File: src/rtl/lin_ab_pkg.sv
package lin_ab_pkg;

  // Expected sync byte and the number of falling edges from the start bit
  // to the start of data bit 7 for that byte (bits sent LSB first).
  localparam logic [7:0] SYNC_PATTERN = 8'h55;
  localparam int         SYNC_FALLS   = 4;

  typedef enum logic [2:0] {
    ST_IDLE,
    ST_ARMED,
    ST_COUNT,
    ST_CHECK,
    ST_FAULT
  } abState_t;

  // Strobes from control to datapath.
  typedef struct packed {
    logic cntClear;
    logic cntRun;
    logic divLoad;
  } abCmd_t;

endpackage

File: src/rtl/lab_meas.sv
module lab_meas
  import lin_ab_pkg::*;
#(
  parameter int INT_W    = 13,
  parameter int FRAC_W   = 3,
  parameter int BIT_LOG2 = 3,
  parameter int OVS_LOG2 = 4
) (
  input  logic              clk,
  input  logic              rstN,
  input  logic              rxIn,
  input  abCmd_t            cmd,
  output logic              fallDet,
  output logic              cntSat,
  output logic              cntZero,
  output logic [INT_W-1:0]  divInt,
  output logic [FRAC_W-1:0] divFrac
);

  localparam int SHIFT = BIT_LOG2 + OVS_LOG2;
  localparam int CNT_W = INT_W + SHIFT;

  logic rxMeta, rxSync, rxPrev;
  logic [CNT_W-1:0] cnt;

  // Two-flop synchronizer plus one history stage for edge detection.
  always_ff @(posedge clk or negedge rstN) begin
    if (!rstN) begin
      rxMeta <= 1'b1;
      rxSync <= 1'b1;
      rxPrev <= 1'b1;
    end else begin
      rxMeta <= rxIn;
      rxSync <= rxMeta;
      rxPrev <= rxSync;
    end
  end

  assign fallDet = rxPrev & ~rxSync;

  // Saturating measurement counter.
  assign cntSat  = &cnt;
  assign cntZero = (cnt == '0);

  always_ff @(posedge clk or negedge rstN) begin
    if (!rstN)                     cnt <= '0;
    else if (cmd.cntClear)         cnt <= '0;
    else if (cmd.cntRun && !cntSat) cnt <= cnt + 1'b1;
  end

  // Divisor register: count / 2^BIT_LOG2 / 2^OVS_LOG2 as a right shift.
  always_ff @(posedge clk or negedge rstN) begin
    if (!rstN) begin
      divInt  <= '0;
      divFrac <= '0;
    end else if (cmd.divLoad) begin
      divInt  <= cnt[CNT_W-1:SHIFT];
      divFrac <= cnt[SHIFT-1 -: FRAC_W];
    end
  end

  a_r1_clear_zeroes: assert property (@(posedge clk) disable iff (!rstN)
    cmd.cntClear |=> cntZero);

  a_r8_cnt_saturates: assert property (@(posedge clk) disable iff (!rstN)
    (cmd.cntRun && !cmd.cntClear && cntSat) |=> cntSat);

  a_r2_div_holds: assert property (@(posedge clk) disable iff (!rstN)
    !cmd.divLoad |=> ($stable(divInt) && $stable(divFrac)));

endmodule

File: src/rtl/lab_ctrl.sv
module lab_ctrl
  import lin_ab_pkg::*;
(
  input  logic       clk,
  input  logic       rstN,
  input  logic       breakSeen,
  input  logic [7:0] rxByte,
  input  logic       rxByteValid,
  input  logic       errClear,
  input  logic       fallDet,
  input  logic       cntSat,
  input  logic       cntZero,
  output abCmd_t     cmd,
  output logic       divLoad,
  output logic       synced,
  output logic       syncErr
);

  localparam int FALLS_W = (SYNC_FALLS > 1) ? $clog2(SYNC_FALLS) : 1;
  localparam logic [FALLS_W-1:0] LAST_FALL = FALLS_W'(SYNC_FALLS - 1);

  abState_t state, stateNxt;
  logic [FALLS_W-1:0] fallIdx, fallIdxNxt;
  logic measGood, errSet;

  assign measGood = (rxByte == SYNC_PATTERN) && !cntSat && !cntZero;

  always_comb begin
    stateNxt   = state;
    fallIdxNxt = fallIdx;
    errSet     = 1'b0;
    cmd        = '0;
    if (breakSeen) begin
      stateNxt   = ST_ARMED;
      fallIdxNxt = '0;
    end else begin
      unique case (state)
        ST_ARMED: if (fallDet) begin
          cmd.cntClear = 1'b1;
          fallIdxNxt   = '0;
          stateNxt     = ST_COUNT;
        end
        ST_COUNT: begin
          cmd.cntRun = 1'b1;
          if (rxByteValid) begin
            errSet   = 1'b1;
            stateNxt = ST_FAULT;
          end else if (fallDet) begin
            if (fallIdx == LAST_FALL) stateNxt = ST_CHECK;
            else                      fallIdxNxt = fallIdx + 1'b1;
          end
        end
        ST_CHECK: if (rxByteValid) begin
          if (measGood) begin
            cmd.divLoad = 1'b1;
            stateNxt    = ST_IDLE;
          end else begin
            errSet   = 1'b1;
            stateNxt = ST_FAULT;
          end
        end
        default: ;
      endcase
    end
  end

  always_ff @(posedge clk or negedge rstN) begin
    if (!rstN) begin
      state   <= ST_IDLE;
      fallIdx <= '0;
      divLoad <= 1'b0;
      synced  <= 1'b0;
      syncErr <= 1'b0;
    end else begin
      state   <= stateNxt;
      fallIdx <= fallIdxNxt;
      divLoad <= cmd.divLoad;
      if (breakSeen)        synced <= 1'b0;
      else if (cmd.divLoad) synced <= 1'b1;
      if (errSet)        syncErr <= 1'b1;
      else if (errClear) syncErr <= 1'b0;
    end
  end

  a_r5_load_sets_synced: assert property (@(posedge clk) disable iff (!rstN)
    divLoad |-> synced);

  a_r5_break_drops_synced: assert property (@(posedge clk) disable iff (!rstN)
    breakSeen |=> !synced);

  a_r9_err_sticky: assert property (@(posedge clk) disable iff (!rstN)
    (syncErr && !errClear) |=> syncErr);

  a_r6_fault_quiet: assert property (@(posedge clk) disable iff (!rstN)
    (state == ST_FAULT && !breakSeen) |=> !divLoad);

  a_r4_load_from_check: assert property (@(posedge clk) disable iff (!rstN)
    cmd.divLoad |-> (state == ST_CHECK && rxByteValid));

endmodule

File: src/rtl/lin_autobaud.sv
module lin_autobaud
  import lin_ab_pkg::*;
#(
  parameter int INT_W    = 13,
  parameter int FRAC_W   = 3,
  parameter int BIT_LOG2 = 3,
  parameter int OVS_LOG2 = 4
) (
  input  logic              clk,
  input  logic              rstN,
  input  logic              rxIn,
  input  logic              breakSeen,
  input  logic [7:0]        rxByte,
  input  logic              rxByteValid,
  input  logic              errClear,
  output logic [INT_W-1:0]  divInt,
  output logic [FRAC_W-1:0] divFrac,
  output logic              divLoad,
  output logic              synced,
  output logic              syncErr
);

  abCmd_t cmd;
  logic fallDet, cntSat, cntZero;

  lab_ctrl uCtrl (
    .clk(clk), .rstN(rstN), .breakSeen(breakSeen), .rxByte(rxByte),
    .rxByteValid(rxByteValid), .errClear(errClear), .fallDet(fallDet),
    .cntSat(cntSat), .cntZero(cntZero), .cmd(cmd), .divLoad(divLoad),
    .synced(synced), .syncErr(syncErr)
  );

  lab_meas #(
    .INT_W(INT_W), .FRAC_W(FRAC_W), .BIT_LOG2(BIT_LOG2), .OVS_LOG2(OVS_LOG2)
  ) uMeas (
    .clk(clk), .rstN(rstN), .rxIn(rxIn), .cmd(cmd), .fallDet(fallDet),
    .cntSat(cntSat), .cntZero(cntZero), .divInt(divInt), .divFrac(divFrac)
  );

endmodule

File: config.mk
export PLATFORM = sky130hd
export DESIGN_NAME = lin_autobaud
export DESIGN_NICKNAME = d
export VERILOG_FILES = /design/src/rtl/lin_ab_pkg.sv /design/src/rtl/lab_meas.sv /design/src/rtl/lab_ctrl.sv /design/src/rtl/lin_autobaud.sv
export SDC_FILE = /design/constraint.sdc
export NUM_CORES = 1
export LEC_CHECK = 0
export CAP_MARGIN = 25
export CORE_MARGIN = 2
export CORE_UTILIZATION = 34
export DETAILED_ROUTE_END_ITERATION = 16
export PLACE_DENSITY_LB_ADDON = 0.08
export RECOVER_POWER = 100
export SLEW_MARGIN = 20
export SYNTH_ARGS = -nofsm -noshare
export SYNTH_HDL_FRONTEND = slang
export SYNTH_HIERARCHICAL = 1
export SYNTH_SLANG_ARGS = --single-unit
export TNS_END_PERCENT = 30
File: constraint.sdc
create_clock -name clk -period 3.1 [get_ports clk]
set_input_delay 0.62 -clock clk [delete_from_list [all_inputs] [get_ports clk]]
set_output_delay 0.62 -clock clk [all_outputs]
set_load 0.01 [all_outputs]
==> metrics.txt <==
Mean Syn Cell Area=about 10 um^2; core footprint=6910 um^2; ys flop type=dfrtp_1; f_max=361 MHz; Slew headroom=16.2%; worst-case clock buffer depth=2; Post-DP HPWL=roughly 3900 um; Yosys warning total=6; Initial Utilization=35.6%; largest net degree at the start of global routing=29; Worst-path clk slew=0.09 ns; via count=1964; first-pass GRT wire length=a little over 9000 um; leakage=1.32 nW; Peak VDD IR=167 uV; complex-gate fraction of the synthesized area=~12%; ratio of cells with drive above 1 in the final layout=between 15 and 20%; gr usage total=15.0%; 1st-pass router iterations=4; CTS tree=built; Cell Count, Final, Fillers Out=368; initial antenna violation count=0; Yosys cell types=47; final worst-path cycle share=89.4%; commonest non-fill, non-tap cell in the layout=dfrtp_1; CTS root buf=clkbuf_8; Worst-Skew Late Latency=0.30 ns; sequential area share after synthesis=48.0%; R2R depth=10; flops & latches, synth=47; post-synthesis mux area share=11.4%; Worst Setup End Kind=register; DIE AREA=just under 8000 um^2; post-synthesis simple-gate area fraction=22.9%; vias in the first global route=between 1500 and 2000; P&R area growth vs syn=22.6%; hold_buf cts=0; pre-CTS WS=0.0710 ns; Cell Pwr Density=424 nW/um^2; Maximum Capacitance Violations=0; XOR/XNOR share of the synthesized area=0.357%; Worst EP arrival=about 3.0 ns; initial DRC count=136; # placed instances=360; minimum clock period=2.77 ns; GP Congestion=0.842; Final WS setup=approximately 0.33 ns; drc violations=0; Post-synth EDFFs=0; Clock Sinks=47; Cell Rows=30; Slew @ Worst Pin=1.26 ns; RSZ-0062 raised after global routing=false; die height=just under 90 um; most frequent cells in the layout=dfrtp_1 (44), mux2_2 (24), dlygate4sd3_1 (20); worst hold path depth=0; PostCTS Resize Cnt=0; Async S/R FF share, synth=100%; DR vias/cell=5.34; H-tree levels=2; Setup Crit Path Kind=input port to register; grt ovf=0; CTS Buf Count=5; final setup violation count=0; die width=89.0 um; required time worst endpoint=3.29 ns; CP Max Fanout=8; Post-CTS Setup Bufs=0; largest family of logic cells by synthesized area=simple AND/OR/NAND/NOR gates; setup TNS=0 ns; Hold Vio Cnt, Final=0; routed length per instance=14.8 um; WL final=5450 um; Synth Area in Adders=roughly 1.5%; nets@finish=288; IO Count=33; Cells after Synth=235; startpoint types=input port; Hold/Removal Path Class=register to register; status=finished, final reports clean; syn nets=about 250; Antenna Nets Post-Route=0; Pins Over Slew Limit=0; Cell Area, Synth=2460 um^2; antenna cells=0; Post-Route Skew=0.00840 ns; fillers=687; PortBufs=32
logic make-up (layout without fill, tap and decap cells):
kind of cell / count (synthesis) / after routing
flip-flops: 47 / 47
XOR/XNOR: 1 / 1
AO/OA/AOI/OAI: 47 / 47
multiplexers: 25 / 25
AND/OR/NAND/NOR: 91 / 91
adder cells (fa/ha/maj): 3 / 3
buffers and inverters: 21 / 58
final timing paths:
check	start	to	slack, ns
worst min-delay path	uMeas/rxMeta	uMeas/rxSync	0.37
min in group asynchronous	rstN	uCtrl/state[2]	0.57
worst min register to register	uMeas/rxMeta	uMeas/rxSync	0.37
max in group asynchronous	rstN	uMeas/divFrac[1]	0.79
worst max register to register	uMeas/cnt[0]	uMeas/divInt[3]	0.35
worst max-delay path	breakSeen	uMeas/cnt[13]	0.33
sequential cells by signal, summed over array words and instances, names as in the netlist:
signal	cells
uMeas/cnt	20
uMeas/rxPrev	1
uCtrl/fallIdx	2
uCtrl/synced	1
uMeas/divFrac	3
uMeas/divInt	13
uMeas/rxMeta	1
uCtrl/syncErr	1
uCtrl/divLoad	1
uMeas/rxSync	1
uCtrl/state	3
worst max-delay path, stage by stage:
cell and delay, ns:
clkdlybuf4s50_1 0.43, nor4b_1 0.31, buf_4 0.21, nand4_1 0.18, or4_1 0.52, a211oi_1 0.31, mux2_2 0.37
layout make-up:
cell class                      instances  area (um^2)  area share, %
Timing Repair Buffer                   41          369           12.3
Clock buffer                            6         72.6           2.41
Clock inverter                          2         60.1           1.99
Sequential cell                        47         1180           39.2
Inverter                                9         33.8           1.12
Multi-Input combinational cell        167         1180           39.1
Tap cell                               96          120           3.99
where the power goes:
part | total (W) | switching [W] | internal (W)
sequential | 0.000647 | 0.0000209 | 0.000626
combinational | 0.000101 | 0.0000542 | 0.0000467
clock | 0.000528 | 0.000206 | 0.000322
total | 0.00128 | 0.000281 | 0.000995
synthesized netlist by cell type, types with 2 or more instances:
cell type	instances	area share, %
a2111oi_0	2	0.71
a211oi_1	5	1.5
a21oi_1	16	3.3
a31oi_1	2	0.51
and3_1	5	1.3
and4_1	4	1.4
buf_2	2	0.41
buf_4	2	0.61
clkbuf_1	7	1.1
dfrtp_1	44	45
dfstp_2	3	3.2
ha_1	3	1.5
inv_1	9	1.4
mux2_2	24	11
nand2_1	9	1.4
nand2b_1	2	0.51
nand3_1	8	1.6
nand3b_1	2	0.61
nand4_1	9	2.3
nor2_1	15	2.3
nor2b_1	13	3.3
nor3_1	2	0.41
nor4_1	6	1.5
nor4b_1	2	0.71
o21ai_0	6	1.2
o21ai_1	4	0.82
o31ai_1	4	1.2
or3_1	3	0.76
or4_1	4	1.2
per-stage QoR:
stage	util [%]	cell area, um^2	total power, W	hold WS, ns
floorplan	-	2460	0.000714	0.324
global placement	42.0	2900	0.000766	0.350
detailed placement	42.0	2900	0.000765	0.347
CTS	43.9	3040	0.00130	0.304
global route	43.6	3010	0.00134	0.371
finish	43.6	3010	0.00128	0.367
routing by layer:
| layer | up-vias | GRT usage [%] | part of all wire (%) |
|---|---|---|---|
| li1 | 955 | - | - |
| met2 | 44 | 22.6 | 44 |
| met5 | - | 0 | 0 |
| met4 | 0 | 4.34 | 0.84 |
| met1 | 958 | 22.0 | 51 |
| met3 | 7 | 3.05 | 4.3 |
No activity file was read; power rests on OpenSTA's default activity.
